===== src/rtl/pwr_state_pkg.sv =====
package pwr_state_pkg;
  localparam int unsigned STATE_W = 3;

  typedef enum logic [STATE_W-1:0] {
    PS_RUN   = 3'd0,
    PS_HALT  = 3'd1,
    PS_GRANT = 3'd2,
    PS_SNOOP = 3'd3,
    PS_SLEEP = 3'd4
  } pwr_state_e;
endpackage


===== src/rtl/pwr_rst_sync.sv =====
module pwr_rst_sync #(
  parameter int unsigned STAGES = 2
) (
  input  logic clk,
  input  logic arst_n,
  output logic srst_n
);
  logic [STAGES-1:0] sync_q;

  always_ff @(posedge clk or negedge arst_n) begin
    if (!arst_n) sync_q <= '0;
    else         sync_q <= {sync_q[STAGES-2:0], 1'b1};
  end

  assign srst_n = sync_q[STAGES-1];
endmodule


===== src/rtl/pwr_state_next.sv =====
module pwr_state_next
  import pwr_state_pkg::*;
#(
  parameter int unsigned WAKE_W = 5
) (
  input  pwr_state_e        state_q,
  input  pwr_state_e        grant_ret_q,
  input  pwr_state_e        snoop_ret_q,
  input  logic              acked_q,
  input  logic              halt_exec,
  input  logic              stop_clk,
  input  logic              sleep_req,
  input  logic              snoop_req,
  input  logic              snoop_done,
  input  logic              grant_ack_done,
  input  logic [WAKE_W-1:0] wake_evt,
  input  logic              core_reset,
  output pwr_state_e        state_d,
  output logic              grant_ret_we,
  output logic              snoop_ret_we,
  output logic              acked_d,
  output logic              halt_cyc_d,
  output logic              grant_req_d
);
  logic any_wake;
  assign any_wake = |wake_evt;

  always_comb begin
    state_d      = state_q;
    grant_ret_we = 1'b0;
    snoop_ret_we = 1'b0;
    acked_d      = acked_q;
    halt_cyc_d   = 1'b0;
    grant_req_d  = 1'b0;
    if (core_reset) begin
      state_d = PS_RUN;
      acked_d = 1'b0;
    end else begin
      unique case (state_q)
        PS_RUN: begin
          if (stop_clk) begin
            state_d      = PS_GRANT;
            grant_ret_we = 1'b1;
            grant_req_d  = 1'b1;
            acked_d      = 1'b0;
          end else if (halt_exec) begin
            state_d    = PS_HALT;
            halt_cyc_d = 1'b1;
          end
        end
        PS_HALT: begin
          if (stop_clk) begin
            state_d      = PS_GRANT;
            grant_ret_we = 1'b1;
            grant_req_d  = 1'b1;
            acked_d      = 1'b0;
          end else if (any_wake) begin
            state_d = PS_RUN;
          end else if (snoop_req) begin
            state_d      = PS_SNOOP;
            snoop_ret_we = 1'b1;
          end
        end
        PS_GRANT: begin
          if (grant_ack_done) acked_d = 1'b1;
          if (!stop_clk) begin
            state_d = grant_ret_q;
          end else if (snoop_req) begin
            state_d      = PS_SNOOP;
            snoop_ret_we = 1'b1;
          end else if (sleep_req && acked_q) begin
            state_d = PS_SLEEP;
          end
        end
        PS_SNOOP: begin
          if (snoop_done) state_d = snoop_ret_q;
        end
        PS_SLEEP: begin
          if (!sleep_req) state_d = PS_GRANT;
        end
        default: state_d = PS_RUN;
      endcase
    end
  end
endmodule


===== src/rtl/pwr_state_out.sv =====
module pwr_state_out
  import pwr_state_pkg::*;
(
  input  pwr_state_e state_q,
  output logic       core_clk_en,
  output logic       bus_clk_active
);
  always_comb begin
    core_clk_en    = (state_q == PS_RUN);
    bus_clk_active = (state_q != PS_SLEEP);
  end
endmodule


===== src/rtl/pwr_state_ctrl.sv =====
module pwr_state_ctrl
  import pwr_state_pkg::*;
#(
  parameter int unsigned WAKE_W     = 5,
  parameter int unsigned RST_STAGES = 2
) (
  input  logic              clk,
  input  logic              rst_n,
  input  logic              halt_exec,
  input  logic              stop_clk,
  input  logic              sleep_req,
  input  logic              snoop_req,
  input  logic              snoop_done,
  input  logic              grant_ack_done,
  input  logic [WAKE_W-1:0] wake_evt,
  input  logic              core_reset,
  output logic [STATE_W-1:0] state_o,
  output logic              core_clk_en,
  output logic              bus_clk_active,
  output logic              halt_cycle,
  output logic              grant_ack_req
);
  logic       srst_n;
  pwr_state_e state_q, state_d;
  pwr_state_e grant_ret_q, snoop_ret_q;
  logic       grant_ret_we, snoop_ret_we;
  logic       acked_q, acked_d;
  logic       halt_cyc_d, grant_req_d;

  pwr_rst_sync #(.STAGES(RST_STAGES)) u_rst (
    .clk    (clk),
    .arst_n (rst_n),
    .srst_n (srst_n)
  );

  pwr_state_next #(.WAKE_W(WAKE_W)) u_next (
    .state_q        (state_q),
    .grant_ret_q    (grant_ret_q),
    .snoop_ret_q    (snoop_ret_q),
    .acked_q        (acked_q),
    .halt_exec      (halt_exec),
    .stop_clk       (stop_clk),
    .sleep_req      (sleep_req),
    .snoop_req      (snoop_req),
    .snoop_done     (snoop_done),
    .grant_ack_done (grant_ack_done),
    .wake_evt       (wake_evt),
    .core_reset     (core_reset),
    .state_d        (state_d),
    .grant_ret_we   (grant_ret_we),
    .snoop_ret_we   (snoop_ret_we),
    .acked_d        (acked_d),
    .halt_cyc_d     (halt_cyc_d),
    .grant_req_d    (grant_req_d)
  );

  always_ff @(posedge clk or negedge srst_n) begin
    if (!srst_n) begin
      state_q       <= PS_RUN;
      acked_q       <= 1'b0;
      halt_cycle    <= 1'b0;
      grant_ack_req <= 1'b0;
    end else begin
      state_q       <= state_d;
      acked_q       <= acked_d;
      halt_cycle    <= halt_cyc_d;
      grant_ack_req <= grant_req_d;
    end
  end

  always_ff @(posedge clk or negedge srst_n) begin
    if (!srst_n) begin
      grant_ret_q <= PS_RUN;
      snoop_ret_q <= PS_HALT;
    end else begin
      if (grant_ret_we) grant_ret_q <= state_q;
      if (snoop_ret_we) snoop_ret_q <= state_q;
    end
  end

  pwr_state_out u_out (
    .state_q        (state_q),
    .core_clk_en    (core_clk_en),
    .bus_clk_active (bus_clk_active)
  );

  assign state_o = state_q;
endmodule


===== config.mk =====
export PLATFORM = sky130hd
export DESIGN_NAME = pwr_state_ctrl
export DESIGN_NICKNAME = d
export VERILOG_FILES = /design/src/rtl/pwr_state_pkg.sv /design/src/rtl/pwr_rst_sync.sv /design/src/rtl/pwr_state_next.sv /design/src/rtl/pwr_state_out.sv /design/src/rtl/pwr_state_ctrl.sv
export SDC_FILE = /design/constraint.sdc
export NUM_CORES = 1
export LEC_CHECK = 0
export CAP_MARGIN = 15
export CORE_UTILIZATION = 30
export CTS_CLUSTER_SIZE = 12
export DETAILED_ROUTE_END_ITERATION = 16
export DONT_BUFFER_PORTS = 1
export GPL_ROUTABILITY_DRIVEN = 0
export PLACE_DENSITY = 0.53
export SYNTH_ARGS = -nofsm -noshare
export SYNTH_HDL_FRONTEND = slang
export SYNTH_HIERARCHICAL = 1
export SYNTH_SLANG_ARGS = --single-unit
export TNS_END_PERCENT = 20

===== constraint.sdc =====
create_clock -name clk -period 2.7 [get_ports clk]
set_input_delay 0.27 -clock clk [delete_from_list [all_inputs] [get_ports clk]]
set_output_delay 0.27 -clock clk [all_outputs]
set_load 0.01 [all_outputs]

==> results.json <==
{
  "critPathSlowestCell": "sky130_fd_sc_hd__dfrtp_1",
  "max_clk_rate_mhz": 526,
  "cts_hold_buf": 1,
  "crit_type": "register to register",
  "min_period_over_period_pct": 70.5,
  "place_ws_ps": 813,
  "cts_tree": "built",
  "sequential_share_of_the_synthesized_area_pct": 50.2,
  "initial_core_util_pct": 31.7,
  "vias": 519,
  "max_slew.worst_pin.slew_ps": 702,
  "rsz_0062_raised_after_global_routing": "no",
  "max-clock-path-buffers": 2,
  "aggregate_global_routing_overflow": 0,
  "fin_worst_skew_ps": 7.46,
  "crit_path_max_fanout": 16,
  "cts_setup_buffers": 0,
  "gate_count_post_synth": 69,
  "floorplan.io_pins": 21,
  "post_synth_and_or_nand_nor_area_fraction_pct": 20.9,
  "final-seq-area_um2": 352,
  "synth_enable_flop_cells": 0,
  "port-buffer-count": 0,
  "synth_ff_type": "sky130_fd_sc_hd__dfrtp_1",
  "n_fill_cell": 250,
  "postSynthRegisterBits": 14,
  "synthArstFlopShare_pct": 100,
  "timing.critical_path.to_type": "register",
  "pwr_density_cell_mw_per_mm2": 597,
  "floorplan.die_area_mm2": 0.00253,
  "first_pass_drt_iterations": 4,
  "multiInputGateArea_um2": 319,
  "die-width_um": 50.3,
  "grt_antenna_before_repair": 0,
  "synth_top_family_by_area": "simple AND/OR/NAND/NOR gates",
  "capture_instance_of_the_worst_register_to_register_path": "snoop_ret_q[2]$_DFFE_PN0P_",
  "timing.final.max_slew_violations": 0,
  "final_design_area_no_fill_um2": 759,
  "drc": 0,
  "chipHeight_um": 50.3,
  "critPathMaxStageDelay_ps": 580,
  "adder_cell_share_of_the_synthesized_area_pct": 0,
  "critical_path.cell_chain": "nor2_1 > nand4b_1 > o22ai_1 > and3b_1 > mux2_2",
  "routed_via_density": 5.30,
  "postSynthNetCount": 83,
  "synthMuxAreaShare_pct": 11.2,
  "worst_hold_slack_ps": 50.5,
  "reg2reg_setup_slack_ps": 800,
  "hold_path_end": "acked_q$_DFF_PN0_",
  "hpwlAfterDp_um": 1050,
  "status": "finished clean",
  "worstPathArrival_ps": 2060,
  "clk_pin_slew_worst_paths_ps": 90,
  "routed_wl_um": 1470,
  "final_sum_of_negative_setup_slack_ps": 0,
  "avgSynthCellArea_um2": 10.2,
  "max-slew-margin-rel_pct": 52.5,
  "detailedRoute.firstIterationViolations": 20,
  "cts_root_buffer": "sky130_fd_sc_hd__clkbuf_4",
  "first_pass_grt_wire_length_um": 2500,
  "ir_drop_uv": 297,
  "worst_min_path_class": "input port to register",
  "clock_tree.htree_level_count": 1,
  "holdCritStartpoint": "core_reset",
  "postPlaceCellArea_um2": 713,
  "rr_worst_depth": 5,
  "fin_util_pct": 34.3,
  "max_cap_viol_count": 0,
  "vias_in_the_first_global_route": 483,
  "nNetsFinal": 85,
  "whs_path_depth": 1,
  "grt_usage_pct": 13.5,
  "drt.antenna.violating_nets": 0,
  "routed_length_per_instance_um": 15.0,
  "synth.yosys.warnings": 6,
  "layout-drive-gt1-share_pct": 17.1,
  "clock_sink_count": 14,
  "p_leak_nw": 0.314,
  "cp_data_required_time_ps": 2860,
  "post_synth_instance_area_um2": 701,
  "fin_crit_ps": 1900,
  "cts_inserted_buffers": 3,
  "synth_xor_xnor_area_share_pct": 0,
  "clk-insertion-delay-late_ps": 280,
  "cp-start-kind": "register",
  "grt_max_degree": 17,
  "post_cts.resized_instances": 0,
  "final_critical_path_setup_slack_ps": 797,
  "final_hold_violations": 0,
  "r2r_start": "state_o[1]$_DFF_PN0_",
  "areaGrowthSynthToFinish_pct": 8.39,
  "rows": 17,
  "report.final.setup_viol": 0,
  "synth_compound_area_share_pct": 12.9,
  "antennaDiodeCount": 0,
  "core_region_area_mm2": 0.00221,
  "yosysUniqueCellTypes": 29
}
[through the flow]
step / total power, W / std cells
final: 0.000453 / 98
after global routing: 0.000486 / 98
after floorplan: 0.000301 / 69
after CTS: 0.000464 / 98
after global placement: 0.000309 / 93
after detailed placement: 0.000310 / 93
[Yosys cell counts, types with 2 or more instances]
master | instances | share of area (%)
sky130_fd_sc_hd__a21oi_1 | 4 | 2.9
sky130_fd_sc_hd__buf_2 | 2 | 1.4
sky130_fd_sc_hd__dfrtp_1 | 13 | 46
sky130_fd_sc_hd__mux2_2 | 6 | 9.6
sky130_fd_sc_hd__nand2_1 | 6 | 3.2
sky130_fd_sc_hd__nand2b_1 | 2 | 1.8
sky130_fd_sc_hd__nand4b_1 | 2 | 2.5
sky130_fd_sc_hd__nor2_1 | 7 | 3.8
sky130_fd_sc_hd__nor3_1 | 3 | 2.1
sky130_fd_sc_hd__o2111ai_1 | 2 | 2.5
sky130_fd_sc_hd__o21a_1 | 2 | 2.1
sky130_fd_sc_hd__o22ai_1 | 3 | 2.7
[where the power goes]
group,leakage (nW),switching [W],total [W],internal (W)
clock network,0.0210,0.0000655,0.000147,0.0000820
registers,0.182,0.0000255,0.000255,0.000230
logic,0.111,0.0000211,0.0000504,0.0000294
total,0.314,0.000112,0.000453,0.000341
[sequential cells by signal, summed over array words and instances, names as in the netlist]
name / flops
acked_q: 1
grant_ack_req: 1
grant_ret_q: 3
halt_cycle: 1
snoop_ret_q: 3
state_o: 3
u_rst/sync_q: 2
[worst max-delay path, delay by kind of cell, from the launching register on]
kind | cells | cell delay [ps]
and+or+nand+nor | 3 | 650
AOI/OAI and AO/OA | 1 | 190
muxes | 1 | 350
DFF | 1 | 580
[placed cells by master (no fill, tap or decap), types with 2 or more instances in the layout]
master	synthesis	final
sky130_fd_sc_hd__a21oi_1	4	4
sky130_fd_sc_hd__clkbuf_4	0	3
sky130_fd_sc_hd__dfrtp_1	13	13
sky130_fd_sc_hd__mux2_2	6	6
sky130_fd_sc_hd__nand2_1	6	6
sky130_fd_sc_hd__nand2b_1	2	2
sky130_fd_sc_hd__nand4b_1	2	2
sky130_fd_sc_hd__nor2_1	7	7
sky130_fd_sc_hd__nor3_1	3	3
sky130_fd_sc_hd__o2111ai_1	2	2
sky130_fd_sc_hd__o21a_1	2	2
sky130_fd_sc_hd__o22ai_1	3	3
[area by class of cell]
type	count	share of cell area, %
multi-input combinational	49	42.0
inverter	2	0.988
clock buffer	4	4.78
sequential	14	46.3
timing repair buffer	1	1.32
tap	28	4.61
[worst max path at each step]
stage                                     from                         end  slack, ps  cells after the start
final                     state_o[1]$_DFF_PN0_  snoop_ret_q[2]$_DFFE_PN0P_        800                      5
after global routing      state_o[1]$_DFF_PN0_  snoop_ret_q[1]$_DFFE_PN0P_        700                      5
after CTS                 state_o[1]$_DFF_PN0_  snoop_ret_q[1]$_DFFE_PN0P_        800                      5
after detailed placement  state_o[1]$_DFF_PN0_  snoop_ret_q[1]$_DFFE_PN0P_        810                      5
after global placement    state_o[1]$_DFF_PN0_  snoop_ret_q[1]$_DFFE_PN0P_        810                      5
after floorplan           state_o[1]$_DFF_PN0_  snoop_ret_q[1]$_DFFE_PN0P_        990                      6
[cell families (layout without fill, tap and decap cells)]
family | after synthesis | count (layout)
simple gates | 27 | 27
flops | 14 | 14
mux | 7 | 7
compound gates | 14 | 14
buf+inv | 6 | 7
other cells | 1 | 1
[routing by layer]
layer	part of all wire [%]	track usage, %	wire length [um]
met5	0	0	0
met4	0	2.78	0
met3	11	9.09	161
met1	41	16.5	608
met2	48	19.6	702
No activity file was read; power rests on OpenSTA's default activity.
